## src/rtl/rafifo_pkg.sv

```systemverilog
package rafifo_pkg;

  localparam int unsigned CHAR_W = 8;
  localparam logic [CHAR_W-1:0] IDLE_CODE = 8'h07;

  typedef struct packed {
    logic              ctrl;
    logic [CHAR_W-1:0] data;
  } xchar_t;

  function automatic logic is_idle(input xchar_t c);
    return c.ctrl && (c.data == IDLE_CODE);
  endfunction

endpackage

```

## src/rtl/rafifo_ctrl.sv

```systemverilog
module rafifo_ctrl
  import rafifo_pkg::*;
(
  input  logic   active,
  input  logic   burst_start,
  input  logic   fec_insert,
  input  logic   in_valid,
  input  xchar_t in_char,
  input  logic   empty,
  input  logic   full,
  output logic   pass_thru,
  output logic   do_pop,
  output logic   do_push,
  output logic   drop_idle,
  output logic   ovf_event
);

  logic run;
  logic arr_idle;
  logic keep;
  logic want_push;
  logic can_push;

  always_comb begin
    run       = active && !burst_start;
    arr_idle  = in_valid && is_idle(in_char);
    pass_thru = run && !fec_insert && empty && in_valid;
    do_pop    = run && !fec_insert && !empty;
    keep      = in_valid && !(arr_idle && !empty);
    drop_idle = run && arr_idle && !empty;
    want_push = run && keep && !pass_thru;
    can_push  = !full || do_pop;
    do_push   = want_push && can_push;
    ovf_event = want_push && !can_push;
  end

endmodule

```

## src/rtl/rafifo_store.sv

```systemverilog
module rafifo_store
  import rafifo_pkg::*;
#(
  parameter int unsigned DEPTH = 32,
  localparam int unsigned PTR_W = (DEPTH > 1) ? $clog2(DEPTH) : 1,
  localparam int unsigned CNT_W = $clog2(DEPTH + 1)
) (
  input  logic             clk,
  input  logic             rst_n,
  input  logic             clr,
  input  logic             push,
  input  logic             pop,
  input  xchar_t           wchar,
  output xchar_t           rchar,
  output logic [CNT_W-1:0] level,
  output logic             empty,
  output logic             full
);

  localparam bit POW2 = (DEPTH == (1 << PTR_W));

  xchar_t            mem [DEPTH];
  logic [PTR_W-1:0]  wr_ptr;
  logic [PTR_W-1:0]  rd_ptr;
  logic [PTR_W-1:0]  wr_nxt;
  logic [PTR_W-1:0]  rd_nxt;

  generate
    if (POW2) begin : g_wrap_free
      assign wr_nxt = wr_ptr + 1'b1;
      assign rd_nxt = rd_ptr + 1'b1;
    end else begin : g_wrap_cmp
      assign wr_nxt = (wr_ptr == PTR_W'(DEPTH - 1)) ? '0 : wr_ptr + 1'b1;
      assign rd_nxt = (rd_ptr == PTR_W'(DEPTH - 1)) ? '0 : rd_ptr + 1'b1;
    end
  endgenerate

  assign rchar = mem[rd_ptr];
  assign empty = (level == '0);
  assign full  = (level == CNT_W'(DEPTH));

  always_ff @(posedge clk) begin
    if (push && !clr) mem[wr_ptr] <= wchar;
  end

  always_ff @(posedge clk or negedge rst_n) begin
    if (!rst_n) begin
      wr_ptr <= '0;
      rd_ptr <= '0;
      level  <= '0;
    end else if (clr) begin
      wr_ptr <= '0;
      rd_ptr <= '0;
      level  <= '0;
    end else begin
      if (push) wr_ptr <= wr_nxt;
      if (pop)  rd_ptr <= rd_nxt;
      case ({push, pop})
        2'b10:   level <= level + 1'b1;
        2'b01:   level <= level - 1'b1;
        default: level <= level;
      endcase
    end
  end

endmodule

```

## src/rtl/rate_adapt_fifo.sv

```systemverilog
module rate_adapt_fifo
  import rafifo_pkg::*;
#(
  parameter int unsigned DEPTH = 32,
  localparam int unsigned CNT_W = $clog2(DEPTH + 1)
) (
  input  logic       clk,
  input  logic       rst_n,
  input  logic       burst_start,
  input  logic       active,
  input  logic       fec_insert,
  input  logic       in_valid,
  input  logic       in_ctrl,
  input  logic [7:0] in_data,
  output logic       out_valid,
  output logic       out_ctrl,
  output logic [7:0] out_data,
  output logic       fifo_empty,
  output logic       overflow
);

  xchar_t           in_char;
  xchar_t           head;
  xchar_t           out_char;
  logic [CNT_W-1:0] level;
  logic             empty;
  logic             full;
  logic             pass_thru;
  logic             do_pop;
  logic             do_push;
  logic             drop_idle;
  logic             ovf_event;
  logic             ovf_q;

  assign in_char = '{ctrl: in_ctrl, data: in_data};

  rafifo_ctrl u_ctrl (
    .active      (active),
    .burst_start (burst_start),
    .fec_insert  (fec_insert),
    .in_valid    (in_valid),
    .in_char     (in_char),
    .empty       (empty),
    .full        (full),
    .pass_thru   (pass_thru),
    .do_pop      (do_pop),
    .do_push     (do_push),
    .drop_idle   (drop_idle),
    .ovf_event   (ovf_event)
  );

  rafifo_store #(.DEPTH(DEPTH)) u_store (
    .clk   (clk),
    .rst_n (rst_n),
    .clr   (burst_start),
    .push  (do_push),
    .pop   (do_pop),
    .wchar (in_char),
    .rchar (head),
    .level (level),
    .empty (empty),
    .full  (full)
  );

  always_ff @(posedge clk or negedge rst_n) begin
    if (!rst_n)           ovf_q <= 1'b0;
    else if (burst_start) ovf_q <= 1'b0;
    else if (ovf_event)   ovf_q <= 1'b1;
  end

  assign out_char   = do_pop ? head : in_char;
  assign out_valid  = pass_thru || do_pop;
  assign out_ctrl   = out_char.ctrl;
  assign out_data   = out_char.data;
  assign fifo_empty = empty;
  assign overflow   = ovf_q;

endmodule

```

## config.mk

```make
export PLATFORM = sky130hd
export DESIGN_NAME = rate_adapt_fifo
export DESIGN_NICKNAME = d
export VERILOG_FILES = /design/src/rtl/rafifo_pkg.sv /design/src/rtl/rafifo_ctrl.sv /design/src/rtl/rafifo_store.sv /design/src/rtl/rate_adapt_fifo.sv
export SDC_FILE = /design/constraint.sdc
export NUM_CORES = 1
export LEC_CHECK = 0
export BUFFER_PORTS_ARGS = -buffer_cell sky130_fd_sc_hd__buf_2
export CAP_MARGIN = 30
export CORE_ASPECT_RATIO = 0.8
export CORE_MARGIN = 2
export CORE_UTILIZATION = 70
export CTS_BUF_LIST = sky130_fd_sc_hd__clkbuf_8
export DETAILED_ROUTE_END_ITERATION = 12
export PLACE_DENSITY = 0.92
export SETUP_SLACK_MARGIN = 0.1
export SKIP_CTS_REPAIR_TIMING = 1
export SLEW_MARGIN = 25
export SYNTH_ARGS = -nofsm -noshare
export SYNTH_HDL_FRONTEND = slang
export SYNTH_SLANG_ARGS = --single-unit
```

## constraint.sdc

```tcl
create_clock -name clk -period 4.1 [get_ports clk]
set_input_delay 0.41 -clock clk [delete_from_list [all_inputs] [get_ports clk]]
set_output_delay 0.41 -clock clk [all_outputs]
set_load 0.02 [all_outputs]
```

Yosys cells after proc, flatten, opt, wreduce, memory -nomap -nowiden
Memory sizes are Yosys's and may differ from the RTL's.
Cells that the tools add are included.
{"block": "word_totals", "wordCells": 52, "n_memories": 1, "output_inout_bits": 12, "inputBits": 15, "mem_bits_rw": 288, "ff_bits": 17}
{"block": "op_classes", "add_sub_neg": 4, "n_reduce_logical": 28, "muxes": 11, "n_eq_ne": 4}
{"name": "u_store.mem", "depth": 32, "width": 9, "read_ports": 1, "rd_ports_with_merged_regs": 0, "wr": 1, "line_no": "rafifo_store.sv:22", "text": "xchar_t mem [DEPTH];"}
{"operator": "$mux W5", "count": 4}
{"operator": "$logic_and A1 B1 Y1", "count": 14}
{"operator": "$pmux W6 S2", "count": 1}
{"operator": "$add A5 B1 Y5 const B", "count": 2}
{"operator": "$mux W9", "count": 1}
{"operator": "$eq A8 B3 Y1 const B", "count": 1}
{"operator": "$logic_not A1 Y1", "count": 7}
{"operator": "$add A6 B1 Y6 const B", "count": 1}
{"operator": "$eq A6 B6 Y1 const B", "count": 1}
{"operator": "$logic_not A6 Y1", "count": 1}
{"operator": "$mux W6", "count": 1}
{"operator": "$reduce_bool A2 Y1", "count": 3}
{"operator": "$sub A6 B1 Y6 const B", "count": 1}
{"operator": "$mux W1", "count": 4}
{"operator": "$reduce_bool A3 Y1", "count": 1}
{"operator": "$eq A2 B1 Y1 const B", "count": 1}
{"operator": "$eq A2 B2 Y1 const B", "count": 1}
{"operator": "$logic_or A1 B1 Y1", "count": 2}

Longest topological paths before layout
Gate-level depths: netlist (run 1).
{"block": "logic_depth", "depth_word": 12, "depth_mapped": 10, "depth_no_buf": 9}

Hierarchy
Synthesis (run 1) repeated with hierarchy kept, for this count alone.
{"block": "hier_totals", "hier_cells": 652, "area_unflattened_um2": 12343.1}
{"mod": "rafifo_store", "cells_each": 627, "area_per_inst_um2": 12064.1, "seq_area_each_um2": 9048.7, "instances": 1}
{"mod": "rate_adapt_fifo", "cells_each": 13, "area_per_inst_um2": 187.7, "seq_area_each_um2": 25.0, "instances": 1}
{"mod": "rafifo_ctrl", "cells_each": 12, "area_per_inst_um2": 91.3, "seq_area_each_um2": 0.0, "instances": 1}

Worst setup path before layout (run 1)
OpenSTA, ideal clock, no wires.
{"block": "synth_timing", "path_type": "input-to-reg", "startpoint": "input burst_start", "endpoint": "register u_store.level[5]", "stages": 10, "path_slack_ns": 1.113, "required_ns": 3.960, "setup_ns": 0.140, "arrival_ns": 2.848, "n_path_buf": 1, "cell_sequence": "clkbuf_1 nor3b_1 o31ai_4 a21oi_1 ha_1 a211oi_1 o21ai_0 a221oi_1 o21ba_2 mux2i_1"}
{"block": "synth_via", "elab_chain_cells": 11, "word_cells_on_any_way": 16, "classes_between": "eq/ne (2); mux (2); reduce/logical (12)"}
{"item": "from (decl)", "line_no": "rate_adapt_fifo.sv:9", "text": "input logic burst_start,"}
{"item": "$logic_not A1 Y1", "line_no": "rafifo_ctrl.sv:25", "text": "run = active && !burst_start;"}
{"item": "$logic_and A1 B1 Y1", "line_no": "rafifo_ctrl.sv:25"}
{"item": "$logic_and A1 B1 Y1", "line_no": "rafifo_ctrl.sv:27, rafifo_ctrl.sv:28"}
{"item": "$logic_and A1 B1 Y1 (2 in a row)", "line_no": "rafifo_ctrl.sv:27", "text": "pass_thru = run && !fec_insert && empty && in_valid;"}
{"item": "$logic_not A1 Y1", "line_no": "rafifo_ctrl.sv:31", "text": "want_push = run && keep && !pass_thru;"}
{"item": "$logic_and A1 B1 Y1", "line_no": "rafifo_ctrl.sv:31"}
{"item": "$logic_and A1 B1 Y1", "line_no": "rafifo_ctrl.sv:33", "text": "do_push = want_push && can_push;"}
{"item": "$eq A2 B1 Y1 or $eq A2 B2 Y1 (tied branches)", "line_no": "rafifo_store.sv:58", "text": "case ({push, pop})"}
{"item": "$pmux W6 S2", "line_no": "rafifo_store.sv:58"}
{"item": "$mux W6", "line_no": "rafifo_store.sv:51", "text": "end else if (clr) begin"}
{"item": "to (signal assigned)", "line_no": "rafifo_store.sv:59", "text": "2'b10: level <= level + 1'b1;"}
{"item": "to (signal assigned)", "line_no": "rafifo_store.sv:60", "text": "2'b01: level <= level - 1'b1;"}
{"item": "to (signal assigned)", "line_no": "rafifo_store.sv:61", "text": "default: level <= level;"}
{"item": "to (decl)", "line_no": "rafifo_store.sv:15", "text": "output logic [CNT_W-1:0] level,"}
Several ways; a longest one is shown, not always the timed one.
A chain may end at the register's enable or synchronous reset.

Worst setup path after layout (run 1)
{"block": "layout_timing", "startpoint": "register u_store.rd_ptr[1]", "endpoint": "output out_ctrl"}
{"block": "layout_via", "elab_chain_cells": 2}
{"item": "from (decl)", "line_no": "rafifo_store.sv:24", "text": "logic [PTR_W-1:0] rd_ptr;"}
{"item": "from (signal assigned)", "line_no": "rafifo_store.sv:57", "text": "if (pop) rd_ptr <= rd_nxt;"}
{"item": "$mem_v2 Z32 W9"}
{"item": "$mux W9", "line_no": "rate_adapt_fifo.sv:71", "text": "assign out_char = do_pop ? head : in_char;"}
{"item": "to (decl)", "line_no": "rate_adapt_fifo.sv:16", "text": "output logic out_ctrl,"}
Every way passes these cells.

==> summary.txt, run 1 <==
Status
  – Status: finished clean

Timing
  – Setup ws final: 418 ps
  – RSZ-0062 raised after global routing: false
  – Final Critical Period: around 3700 ps
  – Clk_skew: around 20 ps
  – Final setup fails: 0
  – Slew margin rel.: 0.400
  – Final hold vios: 0
  – F_max: 0.272 GHz
  – Setup TNS: 0 ps
  – Final period utilization: 0.898
  – Slew Limit Fails: 0
  – Slew @ Worst Pin: between 800 and 900 ps

Worst setup path
  – Worst path arrival time: ~3300 ps
  – Worst Path Required: between 3000 and 4000 ps
  – CP Max Fanout: 37
  – RR Endpoint: u_store.mem[28][6]
  – Path depth of the worst reg2reg path: 5
  – Flop-to-flop setup slack: between 700 and 800 ps
  – Reg2Reg Launch Point: u_store.level[3]
  – CP Launch Type: register
  – Crit. End Element: output port
  – Crit Path Category: reg -> out

Floorplan
  – Die H: 122 microns
  – Placement row count: 43
  – Initial Utilization: 0.709
  – Core region area: between 15000 and 20000 sq um
  – Die Wd: 151 microns
  – Die area: 18500 sq um
  – I/O pins: 27

Synthesis
  – Flops & latches, synth: slightly above 300
  – Largest family of logic cells by synthesized area: multiplexers
  – Post-synthesis sequential area ratio: 0.745
  – Synth cell types: 49
  – Post-Synth Adder-Cell Area: 0.0109
  – YS warnings: 0
  – Post-Synth XOR/XNOR Area: 0.00504
  – Syn_nets: ~640
  – Multiplexer share of the synthesized area: 0.139
  – Ys async rst share: 0.0557
  – Synth Area in Compound Gates: 0.0384
  – Mapped cell area: 12200 sq um
  – Synthesized area per cell: between 15 and 20 sq um
  – Post-Synth Simple-Gate Area: 0.0474
  – Dominant synthesized flop cell: edfxtp_1
  – EDFF count, synth: between 200 and 300
  – Cell count after synthesis: 617

Clocking
  – Max H-tree Level: 2
  – Clock slew at the register clock pins of the worst setup and hold paths: 60 ps
  – TritonCTS clock tree: built
  – Root Driver: clkbuf_8
  – Clock buffer depth: 3
  – CTS Buf Count: 44
  – Clock sink count: about 300
  – Worst skew pair latency: ~550 ps

GRT
  – Largest net degree at the start of global routing: 38
  – Initial antenna violation count: 1
  – Total grt overflow: 0
  – Total Routing Usage GR: 0.304
  – First-pass GRT wire length: 39800 microns
  – Vias in the first global route: about 6400

Pwr
  – Pint: ~0.0047 W
  – PD cells: between 400 and 500 nW/um^2
  – Sw Share: 0.214
  – Leak Pwr: about 4.4 nW
  – Sw power: between 0.001 and 0.0015 W
  – Share of total power in sequential cells: 0.576
  – Comb pwr share: 0.042
  – Peak VDD IR: ~360 uV
  – Clock power share: 0.382

Cells and area
  – Diode count: 0
  – Non-Filler Instances: 935
  – Total Nets Final: between 700 and 800
  – P&R area growth vs syn: 10.5%
  – Finished Core Util: 0.783
  – Layout cells sized above 1: 0.262

Detailed routing
  – Vias: 6558
  – Antenna Violating Nets Remaining: 0
  – Total routed wirelength: 26800 microns
  – Drt pass-1 iters: 5
  – Drt wl/cell: about 29 microns
  – DRT iter0 DRCs: ~950
  – Remaining DRCs: 0
  – Post-DR vias/cell: between 7 and 8

Place
  – Global placement routability congestion: 0.900
  – Cells after DPL: around 860
  – Final HPWL from detailed placement: about 17000 microns
  – Pre-CTS setup slack: 779 ps
  – Port bufs: 26

Worst hold path
  – Hold WC Path Type: in -> reg
  – Hold endpoint: u_store.mem[26][8]
  – Hold Startpoint: in_ctrl
  – Hold path depth: 1

Job
  – Maxcap violations: 0
[sequential cells by signal, summed over array words and instances (netlist names)]
| register | cells |
|---|---|
| overflow | 1 |
| u_store.level | 6 |
| u_store.mem | 288 |
| u_store.rd_ptr | 5 |
| u_store.wr_ptr | 5 |
[worst max-delay path, cell delays in order (launching register included)]
cell and delay, ps:
dfrtp_2 820, buf_12 320, mux4_2 250, o22ai_1 120
or4_1 590, o21ai_0 350, buf_2 250
[final cells by class]
cell class	count	area [sq um]
Multi-Input combinational cell	276	2930
Inverter	4	15.0
Sequential cell	305	9080
Clock buffer	47	647
Fill cell	819	3720
Tap cell	225	282
Timing Repair Buffer	47	315
Clock inverter	31	184
[placed cells by master (no fill, tap or decap), drive strengths merged, types with 4 or more instances in the layout]
cell type	count
a21oi	7
buf	46
clkbuf	47
clkinv	12
dfrtp	17
edfxtp	288
ha	9
inv	18
mux2i	5
mux4	72
nand2	20
nand2b	6
nand3	4
nand3b	6
nor2	40
o21ai	14
o22ai	37
or3	5
or3b	4
or4	10
xor2	5
[kinds of logic after synthesis]
family	count (synthesis)
compound gates	71
xor+xnor	7
fa+ha+maj	10
buf+inv	36
flops	305
mux	78
simple gates	110
[metal layers]
layer	wire, microns	up-vias	global-route usage
li1	-	2676	-
met1	10200	3323	0.449
met2	12800	475	0.466
met3	2830	84	0.0573
met4	966	0	0.116
met5	0	-	0
[through the flow]
step           total power, W  area [sq um]  hold WS (ps)
2_1_floorplan         0.00364         12200           114
3_3_place_gp          0.00374         12600           346
3_5_place_dp          0.00375         12600           350
4_1_cts               0.00598         13400          -232
5_1_grt               0.00614         13400           130
6_report              0.00597         13400           139
[power by group through the flow]
| stage | Clock [W] | Sequential (W) | Combinational (W) |
|---|---|---|---|
| finish | 0.00228 | 0.00344 | 0.000252 |
| CTS | 0.00230 | 0.00344 | 0.000249 |
| floorplan | 0 | 0.00349 | 0.000147 |
| global route | 0.00243 | 0.00344 | 0.000267 |
| detailed placement | 0 | 0.00350 | 0.000248 |
| global placement | 0 | 0.00350 | 0.000234 |
[synthesized netlist by cell type (all sizes together) (2+ instances only)]
cell,n,share of area
nand4,2,0.0010
o22ai,37,0.019
mux2i,5,0.0041
edfxtp,288,0.71
ha,9,0.0093
xor2,5,0.0036
a31oi,2,0.0010
or2,2,0.0010
o31ai,2,0.0024
mux4,72,0.13
or3b,4,0.0029
nor4,2,0.0010
xnor2,2,0.0014
nand2b,6,0.0031
a21o,2,0.0012
nor2,40,0.012
nand3,4,0.0016
and3b,2,0.0014
nand2,20,0.0062
o21ai,14,0.0058
nand3b,6,0.0037
clkbuf,11,0.0034
dfrtp,17,0.035
a21oi,7,0.0038
or4,10,0.0065
nor3,2,0.00082
or3,5,0.0026
inv,4,0.0012
buf,21,0.0096
[worst max path at each step]
stage                     depth (start not counted)  slack (ps)              start               end
final                                             6         420  u_store.rd_ptr[1]          out_ctrl
after global routing                              6         400  u_store.rd_ptr[0]       out_data[4]
after CTS                                         6         480  u_store.rd_ptr[0]          out_ctrl
after detailed placement                         10         780        burst_start  u_store.level[5]
after global placement                           10         890        burst_start  u_store.level[5]
after floorplan                                  10        1110        burst_start  u_store.level[5]
Power figures use the tool's default switching activity.
==> run 2, diff against run 1 <==
--- a/config.mk
+++ b/config.mk
@@ -7,12 +7,15 @@
 export LEC_CHECK = 0
 export BUFFER_PORTS_ARGS = -buffer_cell sky130_fd_sc_hd__buf_2
 export CAP_MARGIN = 30
+export CELL_PAD_IN_SITES_DETAIL_PLACEMENT = 2
+export CELL_PAD_IN_SITES_GLOBAL_PLACEMENT = 2
 export CORE_ASPECT_RATIO = 0.8
 export CORE_MARGIN = 2
-export CORE_UTILIZATION = 70
+export CORE_UTILIZATION = 55
 export CTS_BUF_LIST = sky130_fd_sc_hd__clkbuf_8
 export DETAILED_ROUTE_END_ITERATION = 12
-export PLACE_DENSITY = 0.92
+export PLACE_DENSITY = 0.91
+export RECOVER_POWER = 50
 export SETUP_SLACK_MARGIN = 0.1
 export SKIP_CTS_REPAIR_TIMING = 1
 export SLEW_MARGIN = 25
==> summary.txt, run 2 (synthesis gave the netlist of run 1 again) <==
Worst setup path
  – CP Launch Type: register (unchanged)
  – CP Max Fanout: 28 (was 37)
  – Cell Chain, Critical Path: buf_4 -> mux4_2 -> o22ai_1 -> or4_1 -> o21ai_0 -> buf_2 (was buf_12 -> mux4_2 -> o22ai_1 -> or4_1 -> o21ai_0 -> buf_2)
  – Worst Path Required: 3690 ps (about the same)
  – Crit Path Category: reg -> out (unchanged)
  – Max incr delay on CP: 860 ps (was 820 ps)
  – Worst path arrival time: 3390 ps (was 3270 ps)
  – Crit. End Element: output port (unchanged)
  – CP max-delay cell: dfrtp_4 (was dfrtp_2)

Floorplan
  – Core region area: 21600 sq um (was 17200 sq um)
  – Placement row count: 48 (was 43)
  – Die H: 137 microns (was 122 microns)
  – Initial Utilization: 0.563 (was 0.709)
  – Die area: 23300 sq um (was 18500 sq um)
  – I/O pins: 27 (unchanged)
  – Die Wd: 170 microns (was 151 microns)

Timing
  – Setup TNS: 0 ps (unchanged)
  – Final setup fails: 0 (unchanged)
  – Final hold vios: 0 (unchanged)
  – Slew Limit Fails: 305 (was 0)
  – Clk_skew: 32.8 ps (was 19.9 ps)
  – Final hold slack: 223 ps (was 139 ps)
  – Final period utilization: 0.927 (was 0.898)
  – RSZ-0062 raised after global routing: false (unchanged)
  – Final Critical Period: 3800 ps (was 3680 ps)
  – Slew margin rel.: -0.419 (was 0.400)
  – F_max: 0.263 GHz (was 0.272 GHz)
  – Slew @ Worst Pin: 2130 ps (was 897 ps)

Job
  – Maxcap violations: 9 (was 0)

GRT
  – Largest net degree at the start of global routing: 40 (was 38)
  – First-pass GRT wire length: 57900 microns (was 39800 microns)
  – Total Routing Usage GR: 0.367 (was 0.304)
  – Vias in the first global route: 7622 (was 6424)
  – Total grt overflow: 0 (unchanged)
  – Initial antenna violation count: 3 (was 1)

Pwr
  – Pwr Total: 0.00602 W (was 0.00597 W)
  – PD cells: 443 nW/um^2 (was 444 nW/um^2)
  – Leak Pwr: 4.39 nW (was 4.35 nW)
  – Peak VDD IR: 404 uV (was 357 uV)

Detailed routing
  – Drt pass-1 iters: 5 (unchanged)
  – DRT iter0 DRCs: 1144 (was 951)
  – Remaining DRCs: 0 (unchanged)
  – Drt wl/cell: 40.3 microns (was 28.6 microns)
  – Vias: 7161 (was 6558)
  – Total routed wirelength: 40800 microns (was 26800 microns)
  – Antenna Violating Nets Remaining: 0 (unchanged)
  – Post-DR vias/cell: 7.07 (was 7.01)

Status
  – Failing checks: capacitance limit, slew limit
  – Status: complete, but fails checks (was finished clean)

Clocking
  – Clock slew at the register clock pins of the worst setup and hold paths: 70 ps (was 60 ps)
  – TritonCTS clock tree: built (unchanged)
  – Max H-tree Level: 2 (unchanged)
  – CTS Buf Count: 45 (was 44)
  – Clock buffer depth: 3 (unchanged)
  – Worst skew pair latency: 580 ps (was 550 ps)
  – Root Driver: clkbuf_8 (unchanged)
  – Clock sink count: 305 (unchanged)

Place
  – Port bufs: 26 (unchanged)
  – Post-placement cell area: 12900 sq um (was 12600 sq um)
  – Global placement routability congestion: 0.797 (was 0.900)
  – Final HPWL from detailed placement: 23300 microns (was 16900 microns)
  – Cells after DPL: 929 (was 856)

Cells and area
  – Commonest cells after routing, fill and taps aside: edfxtp_1, mux4_2, clkbuf_8, nor2_1, o22ai_1 (unchanged)
  – Most common cell after layout, fill and taps aside: edfxtp_1 (unchanged)
  – Largest register FFs: 288 (unchanged)
  – Top reg by flops: u_store.mem (unchanged)
  – Total Nets Final: 727 (was 703)
  – Design Area, Final: 13600 sq um (was 13400 sq um)
  – Biggest registers after layout: u_store.mem x288, u_store.level x6 (unchanged)
  – Non-Filler Instances: 1013 (was 935)
  – Layout cells sized above 1: 0.254 (was 0.262)
  – P&R area growth vs syn: 11.6% (was 10.5%)

Worst hold path
  – Hold WC Path Type: in -> reg (unchanged)
==> run 2: metal layers <==
layer	GRT usage	vias to the layer above	routed length, microns
met5	0	-	9
met4	0.134	2	1450
met3	0.102	106	4280
met2	0.592	523	19900
met1	0.485	3801	15200
li1	-	2729	-
==> run 2: area by class of cell <==
type | instances | area (sq um)
antenna | 5 | 12.5
timing repair buffer | 70 | 453
inverter | 4 | 15.0
fill | 1689 | 8040
sequential | 305 | 9080
multi-input combinational | 276 | 2920
tap | 275 | 344
clock buffer | 45 | 619
clock inverter | 33 | 139
==> run 2: critical path: cells and delay by family (launching register included) <==
| family | cells | cell delay [ps] |
|---|---|---|
| and+or+nand+nor | 1 | 560 |
| muxes | 1 | 310 |
| buffers and inverters | 2 | 630 |
| AOI/OAI and AO/OA | 2 | 460 |
| DFF | 1 | 860 |
==> run 2: through the flow <==
stage                     setup WS (ps)  utilization
after detailed placement            529        0.595
after CTS                           269        0.630
final                               299        0.628
after floorplan                    1110            -
after global routing                143        0.628
after global placement              844        0.595
==> run 2: where the power goes <==
group	total [W]	internal, W	switching, W
Clock	0.00230	0.00102	0.00128
Combinational	0.000275	0.0000887	0.000186
Sequential	0.00344	0.00342	0.0000233
==> run 2: worst paths after layout <==
check / start / end / cells past startpoint / slack (ps)
worst max-delay path: u_store.rd_ptr[0] / out_data[0] / 6 / 300
max in group asynchronous: rst_n / u_store.rd_ptr[0] / 2 / 2640
min in group asynchronous: rst_n / u_store.wr_ptr[4] / 2 / 610
worst min register to register: u_store.level[2] / u_store.level[2] / 2 / 610
worst min-delay path: in_data[7] / u_store.mem[30][7] / 1 / 220
worst max register to register: u_store.level[3] / u_store.mem[8][3] / 5 / 390
==> run 3, diff against run 2 <==
--- a/config.mk
+++ b/config.mk
@@ -15,7 +15,7 @@
 export CTS_BUF_LIST = sky130_fd_sc_hd__clkbuf_8
 export DETAILED_ROUTE_END_ITERATION = 12
 export PLACE_DENSITY = 0.91
-export RECOVER_POWER = 50
+export RECOVER_POWER = 100
 export SETUP_SLACK_MARGIN = 0.1
 export SKIP_CTS_REPAIR_TIMING = 1
 export SLEW_MARGIN = 25
==> summary.txt, run 3 (synthesis gave the netlist of run 1 again) <==
Floorplan
  – I/O pins: 27 (unchanged)
  – Die H: 137 microns (unchanged)
  – Initial Utilization: 0.563 (unchanged)
  – Core region area: 21600 sq um (unchanged)
  – Die area: 23300 sq um (unchanged)
  – Placement row count: 48 (unchanged)
  – Die Wd: 170 microns (unchanged)

Pwr
  – Peak VDD IR: 406 uV (was 404 uV)
  – Leak Pwr: 4.24 nW (was 4.39 nW)
  – PD cells: 448 nW/um^2 (was 443 nW/um^2)

Cells and area
  – Top reg by flops: u_store.mem (unchanged)
  – Largest register FFs: 288 (unchanged)
  – FF/Latch Area: 9080 sq um (unchanged)
  – # fillers: 1721 (was 1689)
  – Commonest cells after routing, fill and taps aside: edfxtp_1, mux4_2, clkbuf_1, clkbuf_8, nor2_1 (was edfxtp_1, mux4_2, clkbuf_8, nor2_1, o22ai_1)
  – Total Nets Final: 727 (unchanged)
  – P&R area growth vs syn: 10.4% (was 11.6%)
  – Layout cells sized above 1: 0.201 (was 0.254)
  – Most common cell after layout, fill and taps aside: edfxtp_1 (unchanged)
  – Finished Core Util: 0.622 (was 0.628)
  – Biggest registers after layout: u_store.mem x288, u_store.level x6 (unchanged)
  – Area of the multi-input gates: 2900 sq um (was 2920 sq um)

Worst hold path
  – Hold Startpoint: in_data[7] (unchanged)
  – Hold WC Path Type: in -> reg (unchanged)

Detailed routing
  – Total routed wirelength: 40900 microns (was 40800 microns)
  – Remaining DRCs: 0 (unchanged)
  – Drt wl/cell: 40.4 microns (was 40.3 microns)
  – Drt pass-1 iters: 5 (unchanged)
  – Antenna Violating Nets Remaining: 0 (unchanged)
  – Vias: 7141 (was 7161)
  – DRT iter0 DRCs: 1148 (was 1144)
  – Post-DR vias/cell: 7.06 (was 7.07)

Timing
  – RSZ-0062 raised after global routing: false (unchanged)
  – Final period utilization: 0.945 (was 0.927)
  – Final Critical Period: 3870 ps (was 3800 ps)
  – Slew margin rel.: -0.400 (was -0.419)
  – Clk_skew: 34.4 ps (was 32.8 ps)
  – Final setup fails: 0 (unchanged)
  – Slew Limit Fails: 305 (unchanged)
  – Slew @ Worst Pin: 2100 ps (was 2130 ps)
  – Final hold vios: 0 (unchanged)
  – F_max: 0.258 GHz (was 0.263 GHz)
  – Setup TNS: 0 ps (unchanged)

GRT
  – First-pass GRT wire length: 57900 microns (unchanged)
  – Initial antenna violation count: 3 (unchanged)
  – Largest net degree at the start of global routing: 40 (unchanged)
  – Vias in the first global route: 7622 (unchanged)
  – Total grt overflow: 0 (unchanged)
  – Total Routing Usage GR: 0.367 (unchanged)

Place
  – Port bufs: 26 (unchanged)
  – Final HPWL from detailed placement: 23300 microns (unchanged)
  – Global placement routability congestion: 0.797 (unchanged)

Worst setup path
  – Cell Chain, Critical Path: buf_4 -> mux4_2 -> o22ai_1 -> or4_1 -> o21ai_0 -> clkbuf_1 (was buf_4 -> mux4_2 -> o22ai_1 -> or4_1 -> o21ai_0 -> buf_2)
  – Flop-to-flop setup slack: 410 ps (was 390 ps)
  – CP Launch Type: register (unchanged)
  – Worst Path Required: 3690 ps (about the same)
  – Worst setup path endpoint: out_data[0] (unchanged)
  – Crit Path Category: reg -> out (unchanged)
  – Crit. End Element: output port (unchanged)
  – Path depth of the worst reg2reg path: 6 (was 5)
  – Max incr delay on CP: 850 ps (was 860 ps)
  – Worst Setup SP: u_store.rd_ptr[0] (unchanged)
  – Worst path arrival time: 3460 ps (was 3390 ps)
  – Reg2Reg Launch Point: u_store.level[3] (unchanged)
  – CP Max Fanout: 28 (unchanged)
  – RR Endpoint: u_store.mem[4][6] (was u_store.mem[8][3])
  – CP max-delay cell: dfrtp_4 (unchanged)

Clocking
  – TritonCTS clock tree: built (unchanged)
  – Max H-tree Level: 2 (unchanged)
  – Clock buffer depth: 3 (unchanged)
  – CTS Buf Count: 45 (unchanged)
  – Clock sink count: 305 (unchanged)
  – Clock slew at the register clock pins of the worst setup and hold paths: 70 ps (about the same)
  – Root Driver: clkbuf_8 (unchanged)
  – Worst skew pair latency: 580 ps (about the same)

Job
  – Maxcap violations: 9 (unchanged)

Status
  – Failing checks: capacitance limit, slew limit (unchanged)
  – Status: complete, but fails checks (unchanged)
-- run 3: changes by cell type in the layout (fill, tap and decap cells not counted) --
cell,previous run,this run
o31ai_4,1,0
buf_2,15,6
clkbuf_1,20,57
a21oi_1,6,7
o31ai_1,1,2
buf_4,31,3
a21oi_4,1,0
diode_2,5,4
-- run 3: area by class of cell --
cell class                 instances  area share
clock buffer                      45      0.0461
timing repair buffer              70      0.0250
antenna                            4    0.000745
sequential                       305       0.676
inverter                           4     0.00112
multi-input combinational        276       0.216
tap                              275      0.0256
clock inverter                    33      0.0103
-- run 3: through the flow --
step / power (W) / hold slack (ps) / instance area, sq um / setup WS [ps] / std cells
5_1_grt: 0.00615 / 195 / 13400 / 83.4 / 1008
3_5_place_dp: 0.00377 / 374 / 12900 / 529 / 929
6_report: 0.00602 / 218 / 13400 / 226 / 1012
2_1_floorplan: 0.00364 / 114 / 12200 / 1110 / 617
4_1_cts: 0.00604 / -242 / 13600 / 269 / 1007
3_3_place_gp: 0.00374 / 356 / 12900 / 844 / 929
-- run 3: worst min-delay path by stage --
stage / to / depth (start not counted)
floorplan: overflow / 0
global placement: u_store.level[2] / 1
detailed placement: u_store.level[0] / 1
CTS: u_store.wr_ptr[4] / 1
global route: u_store.mem[30][7] / 1
finish: u_store.mem[30][7] / 1
-- run 3: report_power, final --
| group | total (W) | leakage (nW) | internal, W | switching (W) |
|---|---|---|---|---|
| clock network | 0.00231 | 0.435 | 0.00102 | 0.00128 |
| registers | 0.00344 | 2.82 | 0.00342 | 0.0000229 |
| logic | 0.000269 | 0.987 | 0.0000842 | 0.000185 |
-- run 3: layer usage --
metal  part of all wire  global-route usage  vias up
li1                   -                   -     2725
met1               0.37               0.485     3789
met3               0.10               0.102      104
met2               0.49               0.592      521
met5            0.00022                   0        -
met4              0.036               0.134        2
-- run 3: worst max-delay path, delay by kind of cell, from the launching register on --
kind | cells | cell delay [ps]
AO/OA/AOI/OAI | 2 | 470
buffers and inverters | 2 | 670
flip-flops | 1 | 850
multiplexers | 1 | 310
AND/OR/NAND/NOR | 1 | 560
